[src/rtl/wlvl_pkg.sv]
package wlvl_pkg;

    typedef enum logic [1:0] {
        KIND_UNBUF = 2'd0,
        KIND_REG   = 2'd1,
        KIND_SMALL = 2'd2,
        KIND_OTHER = 2'd3
    } dimm_kind_e;

    typedef enum logic [3:0] {
        ST_IDLE,
        ST_QUIESCE,
        ST_PREP_LV,
        ST_ACK_LV,
        ST_MRS_SETTLE,
        ST_ODT_ON,
        ST_LOAD_SEED,
        ST_TRAIN,
        ST_CAPTURE,
        ST_COMMIT,
        ST_ODT_OFF,
        ST_PREP_MS,
        ST_ACK_MS,
        ST_FINISH
    } seq_state_e;

    typedef struct packed {
        logic refresh_off;
        logic odt;
        logic train;
        logic seed_wr;
        logic wdqs_wr;
        logic prep_req;
        logic prep_level;
        logic done;
    } ctl_t;

    localparam logic [7:0] SEED_REG   = 8'h41;
    localparam logic [7:0] SEED_SMALL = 8'h12;
    localparam logic [7:0] SEED_UNBUF = 8'h1A;
    localparam logic [1:0] ZQ_OFF     = 2'd0;
    localparam logic [1:0] ZQ_NORMAL  = 2'd2;

    function automatic logic [7:0] default_seed(input dimm_kind_e k);
        case (k)
            KIND_REG:   return SEED_REG;
            KIND_SMALL: return SEED_SMALL;
            default:    return SEED_UNBUF;
        endcase
    endfunction

    function automatic ctl_t decode_ctl(input seq_state_e s);
        ctl_t c;
        c             = '0;
        c.refresh_off = (s != ST_IDLE) && (s != ST_FINISH);
        c.odt         = (s == ST_ODT_ON) || (s == ST_LOAD_SEED) || (s == ST_TRAIN) ||
                        (s == ST_CAPTURE) || (s == ST_COMMIT);
        c.train       = (s == ST_TRAIN);
        c.seed_wr     = (s == ST_LOAD_SEED);
        c.wdqs_wr     = (s == ST_COMMIT);
        c.prep_req    = (s == ST_PREP_LV) || (s == ST_PREP_MS);
        c.prep_level  = (s == ST_PREP_LV) || (s == ST_ACK_LV);
        c.done        = (s == ST_FINISH);
        return c;
    endfunction

    function automatic int unsigned max3(input int unsigned a, input int unsigned b,
                                         input int unsigned c);
        int unsigned m;
        m = (a > b) ? a : b;
        return (m > c) ? m : c;
    endfunction

endpackage

[src/rtl/wlvl_wait_cnt.sv]
module wlvl_wait_cnt #(
    parameter int CNT_W = 8
) (
    input  logic             clk,
    input  logic             rst,
    input  logic             load,
    input  logic [CNT_W-1:0] load_val,
    output logic             expired
);
    logic [CNT_W-1:0] cnt_q;

    always_ff @(posedge clk) begin
        if (rst) begin
            cnt_q <= '0;
        end else if (load) begin
            cnt_q <= load_val;
        end else if (cnt_q != '0) begin
            cnt_q <= cnt_q - 1'b1;
        end
    end

    assign expired = (cnt_q == '0);
endmodule

[src/rtl/wlvl_seed_pick.sv]
module wlvl_seed_pick
    import wlvl_pkg::*;
#(
    parameter int LANES = 8,
    parameter int DW    = 8
) (
    input  logic [1:0]          kind,
    input  logic                ovr_en,
    input  logic [LANES*DW-1:0] ovr,
    output logic [LANES*DW-1:0] seeds
);
    logic [DW-1:0] dflt;

    assign dflt = DW'(default_seed(dimm_kind_e'(kind)));

    for (genvar l = 0; l < LANES; l++) begin : g_lane
        assign seeds[l*DW +: DW] = ovr_en ? ovr[l*DW +: DW] : dflt;
    end
endmodule

[src/rtl/wlvl_lane_fix.sv]
module wlvl_lane_fix #(
    parameter int DW        = 8,
    parameter int GROSS_LSB = 5
) (
    input  logic [DW-1:0] seed,
    input  logic [DW-1:0] result,
    output logic [DW-1:0] fixed
);
    localparam int GW = DW - GROSS_LSB;

    logic [GW-1:0] seed_gross;
    logic [GW-1:0] res_gross;

    assign seed_gross = seed[DW-1:GROSS_LSB];
    assign res_gross  = result[DW-1:GROSS_LSB];
    assign fixed      = ((seed_gross == '0) && (res_gross == GW'(3))) ? '0 : result;
endmodule

[src/rtl/wlvl_seq.sv]
module wlvl_seq
    import wlvl_pkg::*;
#(
    parameter int LANES      = 8,
    parameter int DW         = 8,
    parameter int DIMM_W     = 2,
    parameter int MRS_WAIT   = 40,
    parameter int ODT_WAIT   = 10,
    parameter int TRAIN_WAIT = 200,
    parameter int GROSS_LSB  = 5
) (
    input  logic                clk,
    input  logic                rst,
    input  logic                start,
    input  logic [DIMM_W-1:0]   dimm_sel_in,
    input  logic [1:0]          dimm_kind,
    input  logic                seed_ovr_en,
    input  logic [LANES*DW-1:0] seed_ovr,
    input  logic                prep_ack,
    input  logic [LANES*DW-1:0] res_bus,
    output logic                done,
    output logic                refresh_off,
    output logic [1:0]          zq_interval,
    output logic [DIMM_W-1:0]   tgt_dimm,
    output logic                prep_req,
    output logic                prep_level,
    output logic                odt_lvl_en,
    output logic                seed_wr,
    output logic [LANES*DW-1:0] seed_bus,
    output logic                train_en,
    output logic                wdqs_wr,
    output logic [LANES*DW-1:0] wdqs_bus
);
    localparam int BUS_W    = LANES * DW;
    localparam int MAX_WAIT = max3(MRS_WAIT, ODT_WAIT, TRAIN_WAIT);
    localparam int CNT_W    = $clog2(MAX_WAIT + 1);

    seq_state_e        state_q, state_d;
    ctl_t              ctl;
    logic              cnt_load;
    logic [CNT_W-1:0]  cnt_val;
    logic              cnt_done;
    logic [BUS_W-1:0]  seed_pick_bus;
    logic [BUS_W-1:0]  fixed_bus;
    logic [BUS_W-1:0]  seed_q;
    logic [BUS_W-1:0]  wdqs_q;
    logic [DIMM_W-1:0] tgt_q;

    wlvl_seed_pick #(.LANES(LANES), .DW(DW)) u_seed_pick (
        .kind   (dimm_kind),
        .ovr_en (seed_ovr_en),
        .ovr    (seed_ovr),
        .seeds  (seed_pick_bus)
    );

    for (genvar l = 0; l < LANES; l++) begin : g_fix
        wlvl_lane_fix #(.DW(DW), .GROSS_LSB(GROSS_LSB)) u_fix (
            .seed   (seed_q[l*DW +: DW]),
            .result (res_bus[l*DW +: DW]),
            .fixed  (fixed_bus[l*DW +: DW])
        );
    end

    wlvl_wait_cnt #(.CNT_W(CNT_W)) u_wait (
        .clk      (clk),
        .rst      (rst),
        .load     (cnt_load),
        .load_val (cnt_val),
        .expired  (cnt_done)
    );

    always_comb begin
        state_d = state_q;
        case (state_q)
            ST_IDLE:       if (start) state_d = ST_QUIESCE;
            ST_QUIESCE:    state_d = ST_PREP_LV;
            ST_PREP_LV:    state_d = ST_ACK_LV;
            ST_ACK_LV:     if (prep_ack) state_d = ST_MRS_SETTLE;
            ST_MRS_SETTLE: if (cnt_done) state_d = ST_ODT_ON;
            ST_ODT_ON:     if (cnt_done) state_d = ST_LOAD_SEED;
            ST_LOAD_SEED:  state_d = ST_TRAIN;
            ST_TRAIN:      if (cnt_done) state_d = ST_CAPTURE;
            ST_CAPTURE:    state_d = ST_COMMIT;
            ST_COMMIT:     state_d = ST_ODT_OFF;
            ST_ODT_OFF:    if (cnt_done) state_d = ST_PREP_MS;
            ST_PREP_MS:    state_d = ST_ACK_MS;
            ST_ACK_MS:     if (prep_ack) state_d = ST_FINISH;
            ST_FINISH:     state_d = ST_IDLE;
            default:       state_d = ST_IDLE;
        endcase
    end

    // The counter is loaded with N-1 on entry, so each wait state lasts N cycles.
    always_comb begin
        cnt_load = 1'b0;
        cnt_val  = '0;
        if (state_d != state_q) begin
            case (state_d)
                ST_MRS_SETTLE: begin cnt_load = 1'b1; cnt_val = CNT_W'(MRS_WAIT - 1);   end
                ST_ODT_ON:     begin cnt_load = 1'b1; cnt_val = CNT_W'(ODT_WAIT - 1);   end
                ST_TRAIN:      begin cnt_load = 1'b1; cnt_val = CNT_W'(TRAIN_WAIT - 1); end
                ST_ODT_OFF:    begin cnt_load = 1'b1; cnt_val = CNT_W'(ODT_WAIT - 1);   end
                default:       begin cnt_load = 1'b0; cnt_val = '0;                     end
            endcase
        end
    end

    always_ff @(posedge clk) begin
        if (rst) begin
            state_q <= ST_IDLE;
            tgt_q   <= '0;
            seed_q  <= '0;
            wdqs_q  <= '0;
        end else begin
            state_q <= state_d;
            if ((state_q == ST_IDLE) && start) begin
                tgt_q  <= dimm_sel_in;
                seed_q <= seed_pick_bus;
            end
            if (state_q == ST_CAPTURE) begin
                wdqs_q <= fixed_bus;
            end
        end
    end

    assign ctl         = decode_ctl(state_q);
    assign done        = ctl.done;
    assign refresh_off = ctl.refresh_off;
    assign zq_interval = ctl.refresh_off ? ZQ_OFF : ZQ_NORMAL;
    assign tgt_dimm    = tgt_q;
    assign prep_req    = ctl.prep_req;
    assign prep_level  = ctl.prep_level;
    assign odt_lvl_en  = ctl.odt;
    assign seed_wr     = ctl.seed_wr;
    assign seed_bus    = seed_q;
    assign train_en    = ctl.train;
    assign wdqs_wr     = ctl.wdqs_wr;
    assign wdqs_bus    = wdqs_q;
endmodule

[config.mk]
export PLATFORM = sky130hd
export DESIGN_NAME = wlvl_seq
export DESIGN_NICKNAME = d
export VERILOG_FILES = /design/src/rtl/wlvl_pkg.sv /design/src/rtl/wlvl_wait_cnt.sv /design/src/rtl/wlvl_seed_pick.sv /design/src/rtl/wlvl_lane_fix.sv /design/src/rtl/wlvl_seq.sv
export SDC_FILE = /design/constraint.sdc
export NUM_CORES = 1
export LEC_CHECK = 0
export BUFFER_PORTS_ARGS = -buffer_cell sky130_fd_sc_hd__buf_2
export CAP_MARGIN = 20
export CORE_UTILIZATION = 50
export DETAILED_ROUTE_END_ITERATION = 10
export GPL_ROUTABILITY_DRIVEN = 0
export PLACE_DENSITY = 0.86
export SLEW_MARGIN = 30
export SYNTH_ARGS = -nofsm -noshare
export SYNTH_HDL_FRONTEND = slang
export SYNTH_SLANG_ARGS = --single-unit
[constraint.sdc]
create_clock -name clk -period 3.3 [get_ports clk]
set_input_delay 0.495 -clock clk [delete_from_list [all_inputs] [get_ports clk]]
set_output_delay 0.495 -clock clk [all_outputs]
set_load 0.1 [all_outputs]
* Yosys cells after proc, flatten, opt, wreduce, memory -nomap -nowiden
Index checks and enable logic that the tools add are counted.
** Storage, ports and cells
- Register bits :: 142
- Latch bits :: 0
- Bits in writable memories :: 0
- ROM bits :: 0
- Bits of input ports :: 137
- Output and inout bits :: 140
- Logic and storage cells :: 98
- Memories kept :: 0
** Operators by class
- Add/subtract/negate cells :: 1
- Multipliers :: 0
- Div/mod/pow operators :: 0
- Order comparisons :: 0
- Equal/unequal tests :: 29
- Shift-type cells :: 0
- Mux-type cells :: 32
- Bitwise operators :: 0
- Reduce and logical (&&, ||, !) cells :: 31
** Operator list (number)
- $mux 8 :: 19
- $pmux 4 s13 :: 1
- $eq 4x3->1 const B :: 7
- $eq 4x4->1 const B :: 7
- $mux 4 :: 7
- $eq 3x2->1 const B :: 8
- $logic_not 3->1 :: 8
- $pmux 8 s3 :: 1
- $pmux 7 s2 :: 1
- $logic_and 1x1->1 :: 10
- $eq 4x2->1 const B :: 2
- $logic_not 8->1 :: 1
- $reduce_bool 8->1 :: 1
- $sub 8x1->8 const B :: 1
- $logic_or 1x1->1 :: 6
- $eq 4x1->1 const B :: 1
- $logic_not 4->1 :: 1
- $ne 4x4->1 :: 1
- $ne 4x4->1 const B :: 1
- $reduce_bool 4->1 :: 1
- $reduce_or 4->1 :: 1
- $eq 2x1->1 const B :: 1
- $eq 2x2->1 const B :: 1
- $mux 1 :: 2
- 3 further kinds :: 3

* Logic depth before layout (Yosys ltp)
- Word-level depth :: 8
- Mapped depth :: 9
- Mapped depth without buffers :: 8

* Hierarchy
From an unflattened synthesis, not the netlist that was laid out.
** Second synthesis, totals
- Cells, all modules :: 873
- Area total of the unflattened synthesis :: 6735.2 µm²
** Modules (own cells, without submodules)
- wlvl_seq :: times used 1, cells an instance 635, area an instance 4993.5 µm², sequential area each 2682.6 µm²
- wlvl_lane_fix :: times used 8, cells an instance 10, area an instance 82.6 µm², sequential area each 0.0 µm²
- wlvl_seed_pick :: times used 1, cells an instance 105, area an instance 605.6 µm², sequential area each 0.0 µm²
- wlvl_wait_cnt :: times used 1, cells an instance 53, area an instance 475.5 µm², sequential area each 160.2 µm²

* Least setup slack after synthesis
OpenSTA, ideal clock, no wires.
- Path kind :: register -> output
- From :: register state_q[0]
- To :: output refresh_off
- Arrival :: 3.551 ns
- Required time :: 2.805 ns
- Slack :: -0.746 ns
- Cell stages (with the launch flop) :: 6
- Buffers on the path :: 2
- Cells stage by stage :: dfxtp_1 buf_2 buf_1 or3_1 a21oi_1 inv_1
** Between the ends
- Word-level cells in the longest chain between the ends :: 2
- Elaborated cells between the ends (all ways) :: 3
- Those cells by class :: eq/ne (1); reduce/logical (2)
** RTL lines
- start: declaration :: line wlvl_seq.sv:38 : seq_state_e state_q, state_d;
- start signal: assignment :: line wlvl_seq.sv:115 : state_q <= state_d;
- $ne 4x4->1 / $reduce_bool 4->1 (equally long branches) :: line wlvl_pkg.sv:55 : c.refresh_off = (s != ST_IDLE) && (s != ST_FINISH);
- $logic_and 1x1->1 * :: line wlvl_pkg.sv:55
- end: declaration :: line wlvl_seq.sv:22 : output logic refresh_off,
Every way passes the cells marked *; elsewhere a longest branch is shown, timed or not.

* Worst setup path in the final report
- From :: register state_q[2]
- To :: output seed_wr
** Between the ends
- Word-level cells in the longest chain between the ends :: 1
** RTL lines
- $eq 4x3->1 :: line wlvl_pkg.sv:59 : c.seed_wr = (s == ST_LOAD_SEED);
- end: declaration :: line wlvl_seq.sv:28 : output logic seed_wr,
No other way between the ends.

==> flow_summary.json <==
{
  "cellPowerDensity_mw_per_mm2": 702,
  "final_nets": 1106,
  "yosys.cell_types.count": 50,
  "insertion_delay_ps": 420,
  "portBuffers": 275,
  "vias": 6182,
  "seqPwrFrac_pct": 35.4,
  "yosysWarnings": 0,
  "status": "completed",
  "die_h_um": 110,
  "die_x_um": 110,
  "p_int_mw": 3.50,
  "first_pass_iters": 5,
  "ctsHoldBuffers": 0,
  "slowest_delay_ps": 770,
  "min_path_type": "in2reg",
  "maxCapViolCount": 0,
  "place_hpwl_um": 12500,
  "power_frac_comb_pct": 29.0,
  "wirelength_um": 18100,
  "cts_buffer_depth": 2,
  "slew_headroom_pct": 48.6,
  "worstSetupPathType": "reg2out",
  "setup_viol": 0,
  "cts_made_buffers": 17,
  "cts_max_level": 4,
  "whs_ps": 324,
  "antenna_found_initial": 0,
  "p_sw_mw": 2.05,
  "start_util_pct": 51.1,
  "tns_ps": 0,
  "crit_required_ps": 2800,
  "postPlaceCellArea_mm2": 0.00727,
  "async_flop_share_pct": 0,
  "rows": 39,
  "grt_util_all_layers_pct": 29.0,
  "synth_area_mm2": 0.00584,
  "finalHoldViolCount": 0,
  "mostFrequentLayoutCells": "buf_2 (274), dfxtp_1 (142), nand2_1 (108)",
  "drive_above_1_share_pct": 34.2,
  "synth.top_cell.area_share_pct": 48.7,
  "endpoint_kind": "primary output",
  "synth.avg_cell_area_um2": 8.08,
  "worst_slew_pin_slew_ps": 768,
  "synth_area_leaders": "dfxtp_1 (49%), a21oi_1 (8.2%), nand3_1 (7.2%)",
  "synth-seq-cells": 142,
  "final_common_cell": "buf_2",
  "areaGrowthSynthToFinish_pct": 35.2,
  "grt_pass1_vias": 5355,
  "antenna_left": 0,
  "ys_seq_area_share_pct": 48.7,
  "viasPerCell": 5.50,
  "cellLeakagePower_nw": 3.41,
  "dpl_worst_slack_ps": 921,
  "cts_resized": 0,
  "fin_cells": 1124,
  "fin_total_pwr_mw": 5.55,
  "cts_tree": "built",
  "clk_pin_slew_worst_paths_ps": 60,
  "start_kind": "flip-flop",
  "fillers": 932,
  "period_share_pct": 82.4,
  "arrival_ps": 2220,
  "worstPathCellList": "nor2b_1 > and2_1 > buf_2",
  "postSynthCellCount": 723,
  "cpMaxStageDelayCell": "dfxtp_1",
  "drtIter0Drc": 440,
  "min_period_ps": 2720,
  "coreArea_mm2": 0.0114,
  "yosysTopAreaCell": "dfxtp_1",
  "synth_fp_nets": 863,
  "die_area_mm2": 0.0121,
  "cp_max_fo": 23,
  "grt_max_degree": 65,
  "clock-sinks": 142,
  "synth_edf_count": 0,
  "grt_pass1_wl_um": 26700,
  "max_freq_ghz": 0.368,
  "rsz0062_at_grt": "no",
  "slew_viol_final": 0,
  "synth_flop_cell": "dfxtp_1",
  "drc": 0,
  "overflow": 0,
  "final_area_mm2": 0.00790,
  "placedCellCount": 1090,
  "worst_slack_ps": 581,
  "ir_drop_uv": 534,
  "post_cts_buffers": 0,
  "io_pins": 277,
  "swShare_pct": 36.9,
  "final_core_util_pct": 69.1,
  "clock-root-buffer": "clkbuf_16",
  "routedWlPerCell_um": 16.1,
  "finClkSkew_ps": 10.1,
  "pwr-share-clk_pct": 35.6
}
-- power by group through the flow --
stage,sequential [mW],clock [mW],combinational (mW)
after global routing,1.98,2.07,1.71
final,1.96,1.97,1.61
after global placement,1.99,0,1.56
after CTS,1.96,1.99,1.60
after floorplan,2.56,0,0.701
after detailed placement,2.00,0,1.58
-- worst max-delay path: cells and delay by family (launching register included) --
| kind | cells | cell delay (ps) |
|---|---|---|
| buf+inv | 1 | 450 |
| flops | 1 | 770 |
| simple gates | 2 | 590 |
-- layout make-up --
class,count,area (um^2),area share (%)
inverters,4,15.0,0.190
repair buffers,286,1470,18.7
multi-input cells,515,2760,35.0
clock inverters,12,159,2.01
flip-flops and latches,142,2840,36.0
diodes,2,5.00,0.0634
well taps,143,179,2.27
clock buffers,20,457,5.78
-- registers in the layout, indices dropped and copies added, names as in the netlist --
signal	flops
seed_bus	64
state_q	4
tgt_dimm	2
u_wait.cnt_q	8
wdqs_bus	64
-- cells in the mapped netlist (8+ instances only) --
cell type	count
clkbuf_1	51
nor2_1	55
nor3_1	44
nand3_1	84
a211oi_1	42
nor2b_1	9
dfxtp_1	142
nor4b_1	9
nand2_1	109
nand3b_1	8
a21oi_1	96
-- cell families (layout without fill, tap and decap cells) --
kind of cell	count (synthesis)	in the layout	synth area share (%)
other	1	3	0.0642
AND/OR/NAND/NOR	340	340	27.8
AO/OA/AOI/OAI	162	162	16.9
flip-flops	142	142	48.7
multiplexers	3	3	0.536
XOR/XNOR	6	6	0.900
buffers and inverters	66	322	4.52
adder cells (fa/ha/maj)	3	3	0.643
-- final timing paths --
kind / start / to / slack (ps) / cells after the start
worst max register to register: u_wait.cnt_q[0]$_SDFFE_PP0P_ / u_wait.cnt_q[5]$_SDFFE_PP0P_ / 870 / 8
worst max-delay path: state_q[2]$_SDFF_PP0_ / seed_wr / 580 / 3
worst min register to register: wdqs_bus[50]$_SDFFE_PP0P_ / wdqs_bus[50]$_SDFFE_PP0P_ / 440 / 2
worst min-delay path: dimm_sel_in[0] / tgt_dimm[0]$_SDFFE_PP0P_ / 320 / 3
-- routing by layer --
metal / up-vias / GRT usage, % / routed length, um
li1: 3018 / - / -
met1: 2819 / 33.8 / 7230
met2: 299 / 49.4 / 8980
met3: 46 / 8.29 / 1430
met4: 0 / 13.0 / 506
met5: - / 0 / 0
No activity file was read; power rests on OpenSTA's default activity.
